**config.mk**
```make
export PLATFORM = sky130hd
export DESIGN_NAME = lcd_dual_drv
export DESIGN_NICKNAME = d
export VERILOG_FILES = /design/src/rtl/lcd_drv_pkg.sv /design/src/rtl/lcd_sync2.sv /design/src/rtl/lcd_shift_chan.sv /design/src/rtl/lcd_level_dec.sv /design/src/rtl/lcd_dual_drv.sv
export SDC_FILE = /design/constraint.sdc
export NUM_CORES = 1
export LEC_CHECK = 0
export ABC_CLOCK_PERIOD_IN_PS = 1800
export CAP_MARGIN = 20
export CORE_MARGIN = 2
export CORE_UTILIZATION = 60
export CTS_BUF_LIST = sky130_fd_sc_hd__clkbuf_4 sky130_fd_sc_hd__clkbuf_8
export CTS_CLUSTER_DIAMETER = 50
export DETAILED_ROUTE_END_ITERATION = 6
export DONT_BUFFER_PORTS = 1
export PLACE_DENSITY = 0.83
export SYNTH_ARGS = -nofsm -noshare
export SYNTH_HDL_FRONTEND = slang
export SYNTH_HIERARCHICAL = 1
export SYNTH_SLANG_ARGS = --single-unit
```
**constraint.sdc**
```tcl
create_clock -name clk -period 1.8 [get_ports clk]
set_clock_uncertainty 0.1 [all_clocks]
set_input_delay 0.09 -clock clk [delete_from_list [all_inputs] [get_ports clk]]
set_output_delay 0.09 -clock clk [all_outputs]
set_load 0.005 [all_outputs]
```
**src/rtl/lcd_drv_pkg.sv**
```systemverilog
package lcd_drv_pkg;
  localparam int LVW = 3;
  typedef logic [LVW-1:0] lvl_t;

  localparam lvl_t LV1 = 3'd1;
  localparam lvl_t LV2 = 3'd2;
  localparam lvl_t LV3 = 3'd3;
  localparam lvl_t LV4 = 3'd4;
  localparam lvl_t LV5 = 3'd5;
  localparam lvl_t LV6 = 3'd6;
endpackage

```
**src/rtl/lcd_sync2.sv**
```systemverilog
module lcd_sync2 #(
  parameter int W     = 1,
  parameter int DEPTH = 2
) (
  input  logic         clk,
  input  logic [W-1:0] d,
  output logic [W-1:0] q
);
  logic [W-1:0] stg [DEPTH];

  always_ff @(posedge clk) stg[0] <= d;

  for (genvar i = 1; i < DEPTH; i++) begin : g_stage
    always_ff @(posedge clk) stg[i] <= stg[i-1];
  end

  assign q = stg[DEPTH-1];
endmodule

```
**src/rtl/lcd_shift_chan.sv**
```systemverilog
module lcd_shift_chan #(
  parameter int N = 20
) (
  input  logic         clk,
  input  logic         rst,
  input  logic         dir,
  input  logic         shift_en,
  input  logic         latch_en,
  input  logic         left_in,
  input  logic         right_in,
  output logic         left_out,
  output logic         right_out,
  output logic         left_oe,
  output logic         right_oe,
  output logic [N-1:0] latched
);
  logic [N-1:0] sr, sr_next;

  always_comb begin
    if (dir) sr_next = {right_in, sr[N-1:1]};
    else     sr_next = {sr[N-2:0], left_in};
  end

  always_ff @(posedge clk) begin
    if (rst) begin
      sr      <= '0;
      latched <= '0;
    end else begin
      if (shift_en) sr      <= sr_next;
      if (latch_en) latched <= sr;
    end
  end

  assign left_out  = sr[0];
  assign right_out = sr[N-1];
  assign left_oe   = dir;
  assign right_oe  = ~dir;
endmodule

```
**src/rtl/lcd_level_dec.sv**
```systemverilog
module lcd_level_dec
  import lcd_drv_pkg::*;
#(
  parameter int   N      = 20,
  parameter lvl_t SEL_HI = LV1,
  parameter lvl_t SEL_LO = LV2,
  parameter lvl_t UNS_HI = LV3,
  parameter lvl_t UNS_LO = LV4
) (
  input  logic           clk,
  input  logic [N-1:0]   bits,
  input  logic           m,
  output logic [N*LVW-1:0] codes
);
  for (genvar i = 0; i < N; i++) begin : g_pix
    always_ff @(posedge clk) begin
      if (bits[i]) codes[i*LVW +: LVW] <= m ? SEL_HI : SEL_LO;
      else         codes[i*LVW +: LVW] <= m ? UNS_HI : UNS_LO;
    end
  end
endmodule

```
**src/rtl/lcd_dual_drv.sv**
```systemverilog
module lcd_dual_drv
  import lcd_drv_pkg::*;
#(
  parameter int STAGES      = 20,
  parameter int SYNC_STAGES = 2
) (
  input  logic                      clk,
  input  logic                      rst,
  input  logic                      sclk_in,
  input  logic                      lclk_in,
  input  logic                      alt_in,
  input  logic                      ch2_scan,
  input  logic                      dir1,
  input  logic                      dir2,
  input  logic                      ch1_left_in,
  input  logic                      ch1_right_in,
  output logic                      ch1_left_out,
  output logic                      ch1_right_out,
  output logic                      ch1_left_oe,
  output logic                      ch1_right_oe,
  input  logic                      ch2_left_in,
  input  logic                      ch2_right_in,
  output logic                      ch2_left_out,
  output logic                      ch2_right_out,
  output logic                      ch2_left_oe,
  output logic                      ch2_right_oe,
  output logic [2*STAGES*LVW-1:0]   lvl_out
);
  localparam int NIN = 7;
  localparam int CHW = STAGES * LVW;

  logic [NIN-1:0] raw_in, syn;
  logic sclk_s, lclk_s, alt_s;
  logic c1l_s, c1r_s, c2l_s, c2r_s;
  logic sclk_q, lclk_q;
  logic sclk_fall, sclk_rise, lclk_fall, lclk_rise;
  logic sh_en1, lat_en1, sh_en2, lat_en2;
  logic alt2;
  logic [STAGES-1:0] ch1_lat, ch2_lat;

  assign raw_in = {sclk_in, lclk_in, alt_in, ch1_left_in, ch1_right_in,
                   ch2_left_in, ch2_right_in};

  lcd_sync2 #(.W(NIN), .DEPTH(SYNC_STAGES)) u_sync (
    .clk (clk),
    .d   (raw_in),
    .q   (syn)
  );

  assign {sclk_s, lclk_s, alt_s, c1l_s, c1r_s, c2l_s, c2r_s} = syn;

  always_ff @(posedge clk) begin
    sclk_q <= sclk_s;
    lclk_q <= lclk_s;
  end

  assign sclk_fall = sclk_q & ~sclk_s;
  assign sclk_rise = ~sclk_q & sclk_s;
  assign lclk_fall = lclk_q & ~lclk_s;
  assign lclk_rise = ~lclk_q & lclk_s;

  assign sh_en1  = sclk_fall;
  assign lat_en1 = lclk_fall;
  assign sh_en2  = ch2_scan ? lclk_rise : sclk_fall;
  assign lat_en2 = ch2_scan ? sclk_rise : lclk_fall;
  assign alt2    = alt_s ^ ch2_scan;

  lcd_shift_chan #(.N(STAGES)) u_ch1 (
    .clk       (clk),
    .rst       (rst),
    .dir       (dir1),
    .shift_en  (sh_en1),
    .latch_en  (lat_en1),
    .left_in   (c1l_s),
    .right_in  (c1r_s),
    .left_out  (ch1_left_out),
    .right_out (ch1_right_out),
    .left_oe   (ch1_left_oe),
    .right_oe  (ch1_right_oe),
    .latched   (ch1_lat)
  );

  lcd_shift_chan #(.N(STAGES)) u_ch2 (
    .clk       (clk),
    .rst       (rst),
    .dir       (dir2),
    .shift_en  (sh_en2),
    .latch_en  (lat_en2),
    .left_in   (c2l_s),
    .right_in  (c2r_s),
    .left_out  (ch2_left_out),
    .right_out (ch2_right_out),
    .left_oe   (ch2_left_oe),
    .right_oe  (ch2_right_oe),
    .latched   (ch2_lat)
  );

  lcd_level_dec #(
    .N(STAGES), .SEL_HI(LV1), .SEL_LO(LV2), .UNS_HI(LV3), .UNS_LO(LV4)
  ) u_dec1 (
    .clk   (clk),
    .bits  (ch1_lat),
    .m     (alt_s),
    .codes (lvl_out[CHW-1:0])
  );

  lcd_level_dec #(
    .N(STAGES), .SEL_HI(LV1), .SEL_LO(LV2), .UNS_HI(LV5), .UNS_LO(LV6)
  ) u_dec2 (
    .clk   (clk),
    .bits  (ch2_lat),
    .m     (alt2),
    .codes (lvl_out[2*CHW-1:CHW])
  );
endmodule

```
* Word level (Yosys, flattened, before mapping)
Memory sizes are Yosys's and may differ from the RTL's. Cells that the tools add are included.
Operators by class: bitwise operators 11, mux-type cells 48
Operator list (number):
- 3-bit 2-to-1 mux | 41
- 20-bit 2-to-1 mux | 2
- 2-bit 2-to-1 mux | 3
- 1-bit NOT | 6
- 1-bit AND | 4
- 1-bit 2-to-1 mux | 2
- 1-bit XOR | 1
Word-level totals: output and inout port bits 128, bits in registers 202, word-level logic and storage cells 106, RAM bits 14, memories 1, input bits 12
Memory list:
- u_sync.stg | depth 2, bits a word 7, rd ports 2, clocked after Yosys merged registers in 0, wr ports 2, line lcd_sync2.sv:9 | logic [W-1:0] stg [DEPTH];

* Depth between registers and ports, before layout
Gate-level depths: netlist (run 1). An unclocked memory read counts as a cell.
word-level depth 4, gate-level depth with buffers 6, depth with buffers taken out 4

* Modules after synthesis
The synthesis (run 1) kept the hierarchy.
By module, submodules not included:
- lcd_shift_chan | cells each 155, instances 2, sequential area each 800.8 um^2, area each 1606.5 um^2
- lcd_level_dec at u_dec1 | cells each 105, instances 1, sequential area each 820.8 um^2, area each 1271.2 um^2
- lcd_level_dec at u_dec2 | cells each 81, instances 1, sequential area each 440.4 um^2, area each 804.5 um^2
- lcd_sync2 | cells each 21, instances 1, sequential area each 280.3 um^2, area each 332.8 um^2
- lcd_dual_drv | cells each 10, instances 1, sequential area each 40.0 um^2, area each 95.1 um^2

* Worst setup path after synthesis (run 1)
OpenSTA, ideal clock, no wires.
path type register to register, from mem u_sync/stg[0][13] (netlist bit), to reg u_ch2.sr[10], slack 0.390 ns, cell stages (with the launch flop) 7, period minus slack after synthesis 1.410 ns, path buffers 2, arrival 1.225 ns, path through dfxtp_1 > buf_4 > nor2b_1 > o2bb2ai_1 > buf_2 > nor2_1 > a211oi_1
RTL lines:
- start: declaration | line lcd_sync2.sv:9
- end signal: assignment | line lcd_shift_chan.sv:29 | if (shift_en) sr <= sr_next;
- end: declaration | line lcd_shift_chan.sv:17 | logic [N-1:0] sr, sr_next;

* Final worst setup path (run 1)
from in dir1, to reg u_ch1.sr[3]
Between the ends: cells in the longest elaborated chain, start to end 1
Ends and longest elaborated chain:
- start: declaration | line lcd_dual_drv.sv:13 | input logic dir1,
- 20-bit 2-to-1 mux | line lcd_shift_chan.sv:20 | if (dir) sr_next = {right_in, sr[N-1:1]};
- end signal: assignment | line lcd_shift_chan.sv:29
- end: declaration | line lcd_shift_chan.sv:17
No other way between the ends. A chain may end at the register's enable or synchronous reset.

==> metrics, run 1 <==
status=completed; critical path class=input pin to flop; Req. time, crit path=2.05 ns; drt pass-1 iters=4; Initial Utilization=61.87%; RSZ-0062 raised after global routing=no; Setup crit end kind=flop; clock-pin slew on the worst setup and hold paths=0.09 ns; vias per cell=4.979; crit-path max FO=20; TritonCTS clock tree=done; dpl cells=567; I/O pins=140; TritonCTS buffer count=17; minimum clock period=1.525 ns; worst-margin pin slew=0.6106 ns; H-tree depth=4; Avg WL per Cell=14.30 µm; nets@finish=484; Antenna Cells=0; Clock Tree Root=clkbuf_8; GRT Util Overall=17.54%; share of cells above drive strength 1=9.691%; port buffer count=0; Cell Area, Synth=5717 µm²; GRT overflow=0; peak supply drop=600.9 µV; row count=35; first-pass GRT wire length=14110 µm; Slew Limit Fails=0; insertion delay to the later sink of the worst-skew pair=0.42 ns; Post-Route Setup TNS=0 ns; Hold Crit Class=input pin to primary output; final setup violation count=0; Final Util=63.25%; synth warn=6; Critical Path AT=1.77 ns; worst hold margin=0.08002 ns; Non-Filler Instances=614; final WL=8783 µm; drt drc=0; First DRT Iteration DRCs=87; Post-CTS Setup Bufs=0; f_max=655.6 MHz; initial antenna violation count=0; Avg Cell Area, Syn=10.85 µm²; synthesized instance count=527; Mapped Nets=539; final hold vios=0; Core Box Area=9240 µm²; P&R area growth vs syn=2.233%; Die Y=101.6 µm; max cap viols=0; leak pwr=2.345 nW; Netlist cell types=16; Pwr Density=1188 nW/µm²; die area=10320 µm²; Setup crit start kind=input pin; FF+latch count, synth=159; sequential fraction of the synthesis area=55.68%; Die Wd=101.6 µm; clk sinks=159; relative slew slack=59.16%; antenna-violating nets left=0; final cycle utilization of the critical path=84.74%; CTS max path bufs=2; largest net degree at the start of global routing=81; gpl congestion=0.7271; dpl hpwl=5369 µm; vias in the first global route=2881; vias post-DR=3057
## through the flow
stage          setup slack, ns  instance area [µm²]  total power, mW
2_1_floorplan           0.3896                 5717            4.439
3_5_place_dp            0.4170                 5245            4.316
3_3_place_gp            0.4931                 5245            4.286
6_report                0.2747                 5844            6.943
4_1_cts                 0.1271                 5817            7.008
5_1_grt                 0.2344                 5844            7.236
## timing repair
| action | CTS | global route |
|---|---|---|
| hold buffers | 14 | 0 |
| resized for setup | 0 | 0 |
| endpoints found under the hold margin | 89 | 0 |
## where the power goes
| group | switching, mW | internal (mW) | leakage, nW | total (mW) |
|---|---|---|---|---|
| clock | 1.33 | 1.30 | 0.197 | 2.62 |
| combinational | 0.268 | 0.210 | 0.835 | 0.478 |
| sequential | 0.139 | 3.70 | 1.31 | 3.84 |
| total | 1.73 | 5.21 | 2.34 | 6.94 |
## path summary, 6_finish.rpt
path / start / endpoint / slack [ns] / cells past startpoint
setup / recovery: dir1 / u_ch1/sr[3]$_SDFFE_PP0P_ / 0.27 / 5
hold / removal: dir1 / ch1_left_oe / 0.08 / 0
setup reg to reg: u_ch1/sr[2]$_SDFFE_PP0P_ / u_ch1/sr[3]$_SDFFE_PP0P_ / 0.37 / 3
hold reg to reg: u_sync/stg[0][4]$_DFF_P_ / u_sync/stg[0][11]$_DFF_P_ / 0.23 / 0
## cells in the final DEF, fill, tap and decap left out, types with 2 or more instances in the layout
cell and n:
buf_12 4, mux2i_1 80, buf_16 2, dfxtp_1 158, inv_1 24, buf_4 5
clkbuf_8 18, a211oi_1 40, clkinvlp_4 4, clkinv_2 3, inv_8 3, nor2_1 100
nor2b_2 2, dlygate4sd3_1 12, bufinv_16 2, xor2_1 21
## flip-flops by register name, summed over array words and instances (netlist names)
name and flops:
lclk_q 1, sclk_q 1, u_ch1/latched 20, u_ch1/sr 20, u_ch2/latched 20, u_ch2/sr 20, u_dec1/codes 41, u_dec2/codes 22
u_sync/stg 14
## cells in the mapped netlist, drive strengths merged
cell type	number	area share (%)
dfxtp	159	56
nor2b	3	0.37
buf	85	12
inv	24	1.6
nor2	100	6.6
o2bb2ai	1	0.15
a22o	1	0.15
clkbuf	12	0.79
mux2i	80	14
nand2	1	0.066
xor2	21	3.2
a211oi	40	5.3
## layer usage
layer / GRT usage, % / wire (µm) / vias to the layer above / share of wire (%)
met2: 28.19 / 4148 / 90 / 47
li1: - / - / 1549 / -
met1: 21.88 / 4100 / 1410 / 47
met5: 0 / 0 / - / 0
met3: 5.935 / 438 / 8 / 5.0
met4: 6.549 / 96 / 0 / 1.1
## worst max-delay path: stages
cell and delay (ns):
dlygate4sd3_1 0.58, buf_12 0.19, mux2i_1 0.12, dlygate4sd3_1 0.56
a211oi_1 0.22
## logic make-up (layout without fill, tap and decap cells)
family / Yosys count / count (layout) / synth area share (%)
AO/OA/AOI/OAI: 42 / 42 / 5.559
XOR/XNOR: 21 / 21 / 3.217
buffers and inverters: 121 / 79 / 14.53
flip-flops: 159 / 159 / 55.68
multiplexers: 80 / 80 / 14.01
AND/OR/NAND/NOR: 104 / 104 / 7.004
## area by class of cell
cell class	count	area (µm²)
Clock inverter	14	156.4
Tap cell	129	161.4
Fill cell	702	3396
Sequential cell	159	3184
Inverter	24	90.09
Clock buffer	18	247.7
Timing Repair Buffer	23	292.8
Multi-Input combinational cell	247	1712
Power figures use the tool's default switching activity.
==> run 2, diff against run 1 <==
Settings changed: ABC_AREA from default to 1, ABC_CLOCK_PERIOD_IN_PS 1800 to 1500.
Clock period 1.8 ns to 1.5 ns, I/O delays scaled along.
==> run 2 against run 1 <==
Net effect: the run now ends with negative hold slack left; global-route usage is 2.8 points higher; flip-flop and latch count did not move; die area is 6.3% higher; critical path depth grew 1; cell count is 44% higher; critical path type is now flop to flop; routed wire length up 23%.
==> metrics, run 2 <==
vias post-DR=4346; Pwr Density=1331 nW/µm²; H-tree depth=4; Core Box Area=9819 µm²; Req. time, crit path=1.77 ns; clock-pin slew on the worst setup and hold paths=0.09 ns; Die Wd=104.8 µm; Placement Cell Area=5624 µm²; largest net degree at the start of global routing=81; Biggest register=u_dec1/codes; Post-synth ARST share=0%; peak supply drop=762.3 µV; nets@finish=749; # hold bufs at CTS=8; worst hold margin=-0.3963 ns; relative slew slack=75.60%; synth warn=6; max cap viols=0; Clock Tree Root=clkbuf_8; Setup crit start kind=flop; final cycle utilization of the critical path=86.08%; failing checks=negative hold slack; final WL=10850 µm; drt pass-1 iters=7; Synth area leaders=dfxtp_1 52%, nand2_1 16%, buf_4 9.5%; most frequent cell after synthesis=nand2_1; leak pwr=2.666 nW; commonest non-fill, non-tap cells in the layout=252 x nand2_1, 159 x dfxtp_1, 101 x nor2_1; GRT overflow=0; I/O pins=140; row count=36; f_max=774.5 MHz; Pint=5.975 mW; area share of the largest cell type after synthesis=52.23%; dpl hpwl=7132 µm; TritonCTS buffer count=17; max reg flops=41; vias in the first global route=3929; Post-CTS Resized=0; first-pass GRT wire length=18280 µm; antenna-violating nets left=0; Comb power frac=6.9%; sequential fraction of the synthesis area=52.23%; GRT Util Overall=20.34%; TritonCTS clock tree=done; minimum clock period=1.291 ns; vias per cell=4.922; Hold Crit Class=input pin to flop; number of enable flip-flop cells after synthesis=0; CTS max path bufs=2; clock share of power=36.0%; gpl congestion=0.7628; drt drc=0; most common library cells after synthesis=252 x nand2_1, 159 x dfxtp_1, 102 x nor2_1, 86 x inv_1, 77 x buf_4; clk sinks=159; crit-path max FO=20; Slew Limit Fails=0; Mapped Nets=816; Avg Cell Area, Syn=7.580 µm²; Design Power=8.081 mW; share of cells above drive strength 1=7.867%; Post-Route Setup TNS=0 ns; P&R area growth vs syn=-0.3491%; Initial Utilization=62.07%; switching share of power=26.06%; Antenna Cells=0; insertion delay to the later sink of the worst-skew pair=0.43 ns; synthesized instance count=804; Setup crit end kind=flop; RSZ-0062 raised after global routing=no; Die Y=104.8 µm; FF+latch count, synth=159; Largest regs=u_dec1/codes: 41 flops, u_dec2/codes: 22 flops; status=finished, violations left; commonest non-fill, non-tap cell in the layout=nand2_1; final hold vios=80; worst-margin pin slew=0.3654 ns; Flop pwr share=57.0%; Filler cells=844; Netlist cell types=15; port buffer count=0; First DRT Iteration DRCs=304; Post-CTS Setup Bufs=0; fin area=6073 µm²; critical path class=flop to flop; Avg WL per Cell=12.28 µm; Cell Area, Synth=6095 µm²; final setup violation count=0; initial antenna violation count=0; predominant post-synthesis flop cell=dfxtp_1; die area=10980 µm²; Synth area leader=dfxtp_1; P_sw=2.106 mW; Critical Path AT=1.56 ns
-- run 2: cell count changes after synthesis, sizes merged, moves of 2 or more --
| cell | before | now |
|---|---|---|
| mux2i | 80 | 0 |
| xor2 | 21 | 1 |
| clkbuf | 12 | 4 |
| nand3 | 0 | 44 |
| nor2b | 3 | 0 |
| a21oi | 0 | 40 |
| nor2 | 100 | 102 |
| a211oi | 40 | 0 |
| nand2 | 1 | 262 |
| buf | 85 | 101 |
| inv | 24 | 91 |
-- run 2: stage by stage --
| step | std cells | worst slack, ns | utilization, % | hold WS, ns |
|---|---|---|---|---|
| 2_1_floorplan | 804 | 0.3475 | - | 0.002717 |
| 3_3_place_gp | 843 | 0.3238 | 57.28 | 0.002762 |
| 3_5_place_dp | 843 | 0.2278 | 57.28 | 0.002757 |
| 4_1_cts | 883 | 0.2171 | 61.85 | -0.4331 |
| 5_1_grt | 883 | 0.09476 | 61.85 | -0.4272 |
| 6_report | 883 | 0.2088 | 61.85 | -0.3963 |
-- run 2: final timing paths --
kind                                         end  depth (start not counted)                 startpoint  slack [ns]
setup reg to reg   u_ch2/latched[6]$_SDFFE_PP0P_                          6  u_sync/stg[0][12]$_DFF_P_        0.21
hold / removal    u_ch2/latched[13]$_SDFFE_PP0P_                          1                        rst       -0.40
setup / recovery   u_ch2/latched[6]$_SDFFE_PP0P_                          6  u_sync/stg[0][12]$_DFF_P_        0.21
hold reg to reg        u_sync/stg[0][10]$_DFF_P_                          0   u_sync/stg[0][3]$_DFF_P_        0.23
-- run 2: worst max-delay path, stage by stage (launching register included) --
cell and delay (ns):
dfxtp_1 0.38, inv_1 0.06, nand3_1 0.08, nand2_1 0.07
inv_2 0.28, nand2_1 0.11, a21oi_1 0.14
-- run 2: cell type report --
type,count,area (µm²),area share (%)
flip-flops and latches,159,3183,52.41
well taps,133,166.4,2.740
repair buffers,19,187.7,3.090
clock buffers,17,234.0,3.852
multi-input cells,449,1823,30.02
clock inverters,15,135.1,2.225
inverters,91,344.1,5.665
-- run 2: layer usage --
metal	share of wire, %	wire length [µm]	vias up	global-route usage, %
li1	-	-	2191	-
met1	44	4751	1964	25.64
met2	48	5176	175	32.93
met3	7.4	808	16	6.488
met4	1.0	111	0	7.048
met5	0	0	-	0
-- run 2: cell families after synthesis --
| logic type | count (synthesis) | synth area share, % |
|---|---|---|
| flops | 159 | 52.23 |
| buf+inv | 196 | 17.90 |
| compound gates | 40 | 3.285 |
| simple gates | 408 | 26.44 |
| xor+xnor | 1 | 0.1437 |
-- run 2: power groups by stage --
| stage | clock network [mW] | registers [mW] | logic (mW) |
|---|---|---|---|
| 6_report | 2.91 | 4.61 | 0.561 |
| 3_5_place_dp | 0 | 4.71 | 0.541 |
| 3_3_place_gp | 0 | 4.70 | 0.511 |
| 5_1_grt | 3.16 | 4.63 | 0.653 |
| 4_1_cts | 2.98 | 4.61 | 0.561 |
| 2_1_floorplan | 0 | 4.68 | 0.680 |
==> run 3, diff against run 2 <==
Settings changed: ABC_AREA 1 to 0.
==> run 3 against run 2 <==
Net effect: the run still ends with negative hold slack left; count of clock-buffer cells in the layout grew 2; cell count shrank 31%; via count shrank 28%; sequential share of layout area grew 2.8 points; cell area shrank 5.0%; clock power grew 8.9%; setup slack lost 0.10 ns; first-iteration DRC count shrank 65%; routed wire length shrank 17%; die area shrank 6.0%; non-clock buffer count shrank 1; register-to-register slack lost 0.10 ns; largest power group unchanged.
==> metrics, run 3 (same netlist as run 1, synthesis figures left out) <==
status=finished, violations left; failing checks=negative hold slack; First DRT Iteration DRCs=105; Worst R2R End=u_ch2/latched[6]$_SDFFE_PP0P_; Pwr Density=1434 nW/µm²; die area=10320 µm²; Critical Path AT=1.61 ns; final cycle utilization of the critical path=92.97%; Pint=6.264 mW; share of cells above drive strength 1=9.792%; reg-to-reg startpoint=lclk_q$_DFF_P_; Initial Utilization=61.87%; Non-Filler Instances=609; final hold vios=80; port buffer count=0; P_sw=2.012 mW; switching share of power=24.31%; initial antenna violation count=0; TritonCTS buffer count=17; commonest non-fill, non-tap cells in the layout=158 x dfxtp_1, 100 x nor2_1, 80 x mux2i_1; Final Util=62.45%; worst hold path endpoint=u_ch2/sr[1]$_SDFFE_PP0P_; Die Wd=101.6 µm; CP cell instances=nor2b_2 > a22o_2 > clkbuf_16 > mux2i_1 > nor2_1; Hold Crit Class=input pin to flop; Flop pwr share=55.6%; Setup WS pre-CTS=0.09434 ns; P&R area growth vs syn=0.9410%; clock share of power=38.2%; Biggest register=u_dec1/codes; vias in the first global route=3022; worst setup margin=0.1054 ns; largest net degree at the start of global routing=81; peak supply drop=795.9 µV; Crit-path slowest cell=dfxtp_1; antenna-violating nets left=0; Largest regs=u_dec1/codes: 41 flops, u_dec2/codes: 22 flops; worst hold margin=-0.3809 ns; first-pass GRT wire length=14370 µm; insertion delay to the later sink of the worst-skew pair=0.42 ns; critical path class=flop to flop; final WL=8953 µm; leak pwr=2.323 nW; f_max=717.0 MHz; max reg flops=41; Slew Limit Fails=0; dpl cells=568; Clock Tree Root=clkbuf_8; CTS max path bufs=2; gpl congestion=0.7405; crit-path max FO=10; Core Box Area=9240 µm²; Filler cells=750; GRT Util Overall=17.60%; worst-margin pin slew=0.3433 ns; commonest non-fill, non-tap cell in the layout=dfxtp_1; Largest stage delay, worst path=0.35 ns; TritonCTS clock tree=done; Avg WL per Cell=14.70 µm; Post-Route Setup TNS=0 ns; nets@finish=479; I/O pins=140; clk sinks=159; Hold Crit Start=rst; GRT overflow=0; Req. time, crit path=1.72 ns; drt drc=0; row count=35; Reg2Reg Depth=5; H-tree depth=4; Antenna Cells=0; Post-CTS Setup Bufs=0; clock-pin slew on the worst setup and hold paths=0.09 ns; relative slew slack=77.11%; # hold bufs at CTS=8; Die Y=101.6 µm; dpl hpwl=5420 µm; hold depth=1; minimum clock period=1.395 ns; Setup crit end kind=flop; vias post-DR=3109; max cap viols=0; drt pass-1 iters=4; RSZ-0062 raised after global routing=yes; vias per cell=5.105; final setup violation count=0; Setup crit start kind=flop; Comb power frac=6.1%; R2R Setup Slk=0.11 ns
==> run 3: changes by cell type in the layout (fill, tap and decap cells not counted), moves of 3 or more <==
cell,previous run,this run
nand2_2,10,0
buf_4,9,6
xor2_1,1,21
a211oi_1,0,40
inv_2,4,0
nand2_1,252,1
inv_1,86,24
a21oi_1,40,0
nand3_1,44,0
mux2i_1,0,80
==> run 3: worst max-delay path by stage <==
stage	start	endpoint	slack [ns]
finish	lclk_q$_DFF_P_	u_ch2/latched[6]$_SDFFE_PP0P_	0.11
global route	lclk_q$_DFF_P_	u_ch1/latched[10]$_SDFFE_PP0P_	0.007
CTS	sclk_q$_DFF_P_	u_ch2/sr[15]$_SDFFE_PP0P_	0.08
detailed placement	sclk_q$_DFF_P_	u_ch2/sr[0]$_SDFFE_PP0P_	0.09
global placement	sclk_q$_DFF_P_	u_ch2/sr[1]$_SDFFE_PP0P_	0.16
floorplan	u_sync/stg[0][13]$_DFF_P_	u_ch2/sr[10]$_SDFFE_PP0P_	0.09
==> run 3: layer usage <==
metal | GRT usage, % | vias to the layer above | part of all wire [%]
met5 | 0 | - | 0
met3 | 6.142 | 7 | 5.5
met2 | 29.05 | 106 | 48
li1 | - | 1538 | -
met4 | 5.613 | 0 | 0.85
met1 | 21.58 | 1458 | 46
==> run 3: critical path, delay by kind of cell, from the launching register on <==
kind            cells  cell delay [ns]
compound gates      1             0.23
buf+inv             1             0.20
mux                 1             0.19
flops               1             0.35
simple gates        2             0.23
==> run 3: layout make-up <==
cell class,count,area (µm²),area share [%]
clock inverter,13,151.4,2.624
multi-input combinational,247,1718,29.77
sequential,159,3184,55.18
timing repair buffer,18,210.2,3.643
tap,129,161.4,2.797
inverter,24,90.09,1.561
clock buffer,19,255.2,4.423
==> run 3: power by group through the flow <==
stage / combinational, mW / clock, mW / sequential (mW)
detailed placement: 0.475 / 0 / 4.70
CTS: 0.495 / 3.24 / 4.61
finish: 0.506 / 3.17 / 4.60
global placement: 0.450 / 0 / 4.69
global route: 0.576 / 3.41 / 4.64
floorplan: 0.648 / 0 / 4.68
==> run 3: timing repair <==
action | CTS | global route
endpoints found under the hold margin | 89 | 80
resized for setup | 0 | 2
setup endpoints to repair | 0 | 6
==> run 3: per-stage QoR <==
step	hold WS [ns]	area, µm²	total power, mW
finish	-0.3809	5771	8.276
global route	-0.4178	5771	8.626
CTS	-0.4072	5739	8.342
detailed placement	0.002761	5253	5.180
global placement	0.002761	5253	5.143
floorplan	0.002717	5717	5.327
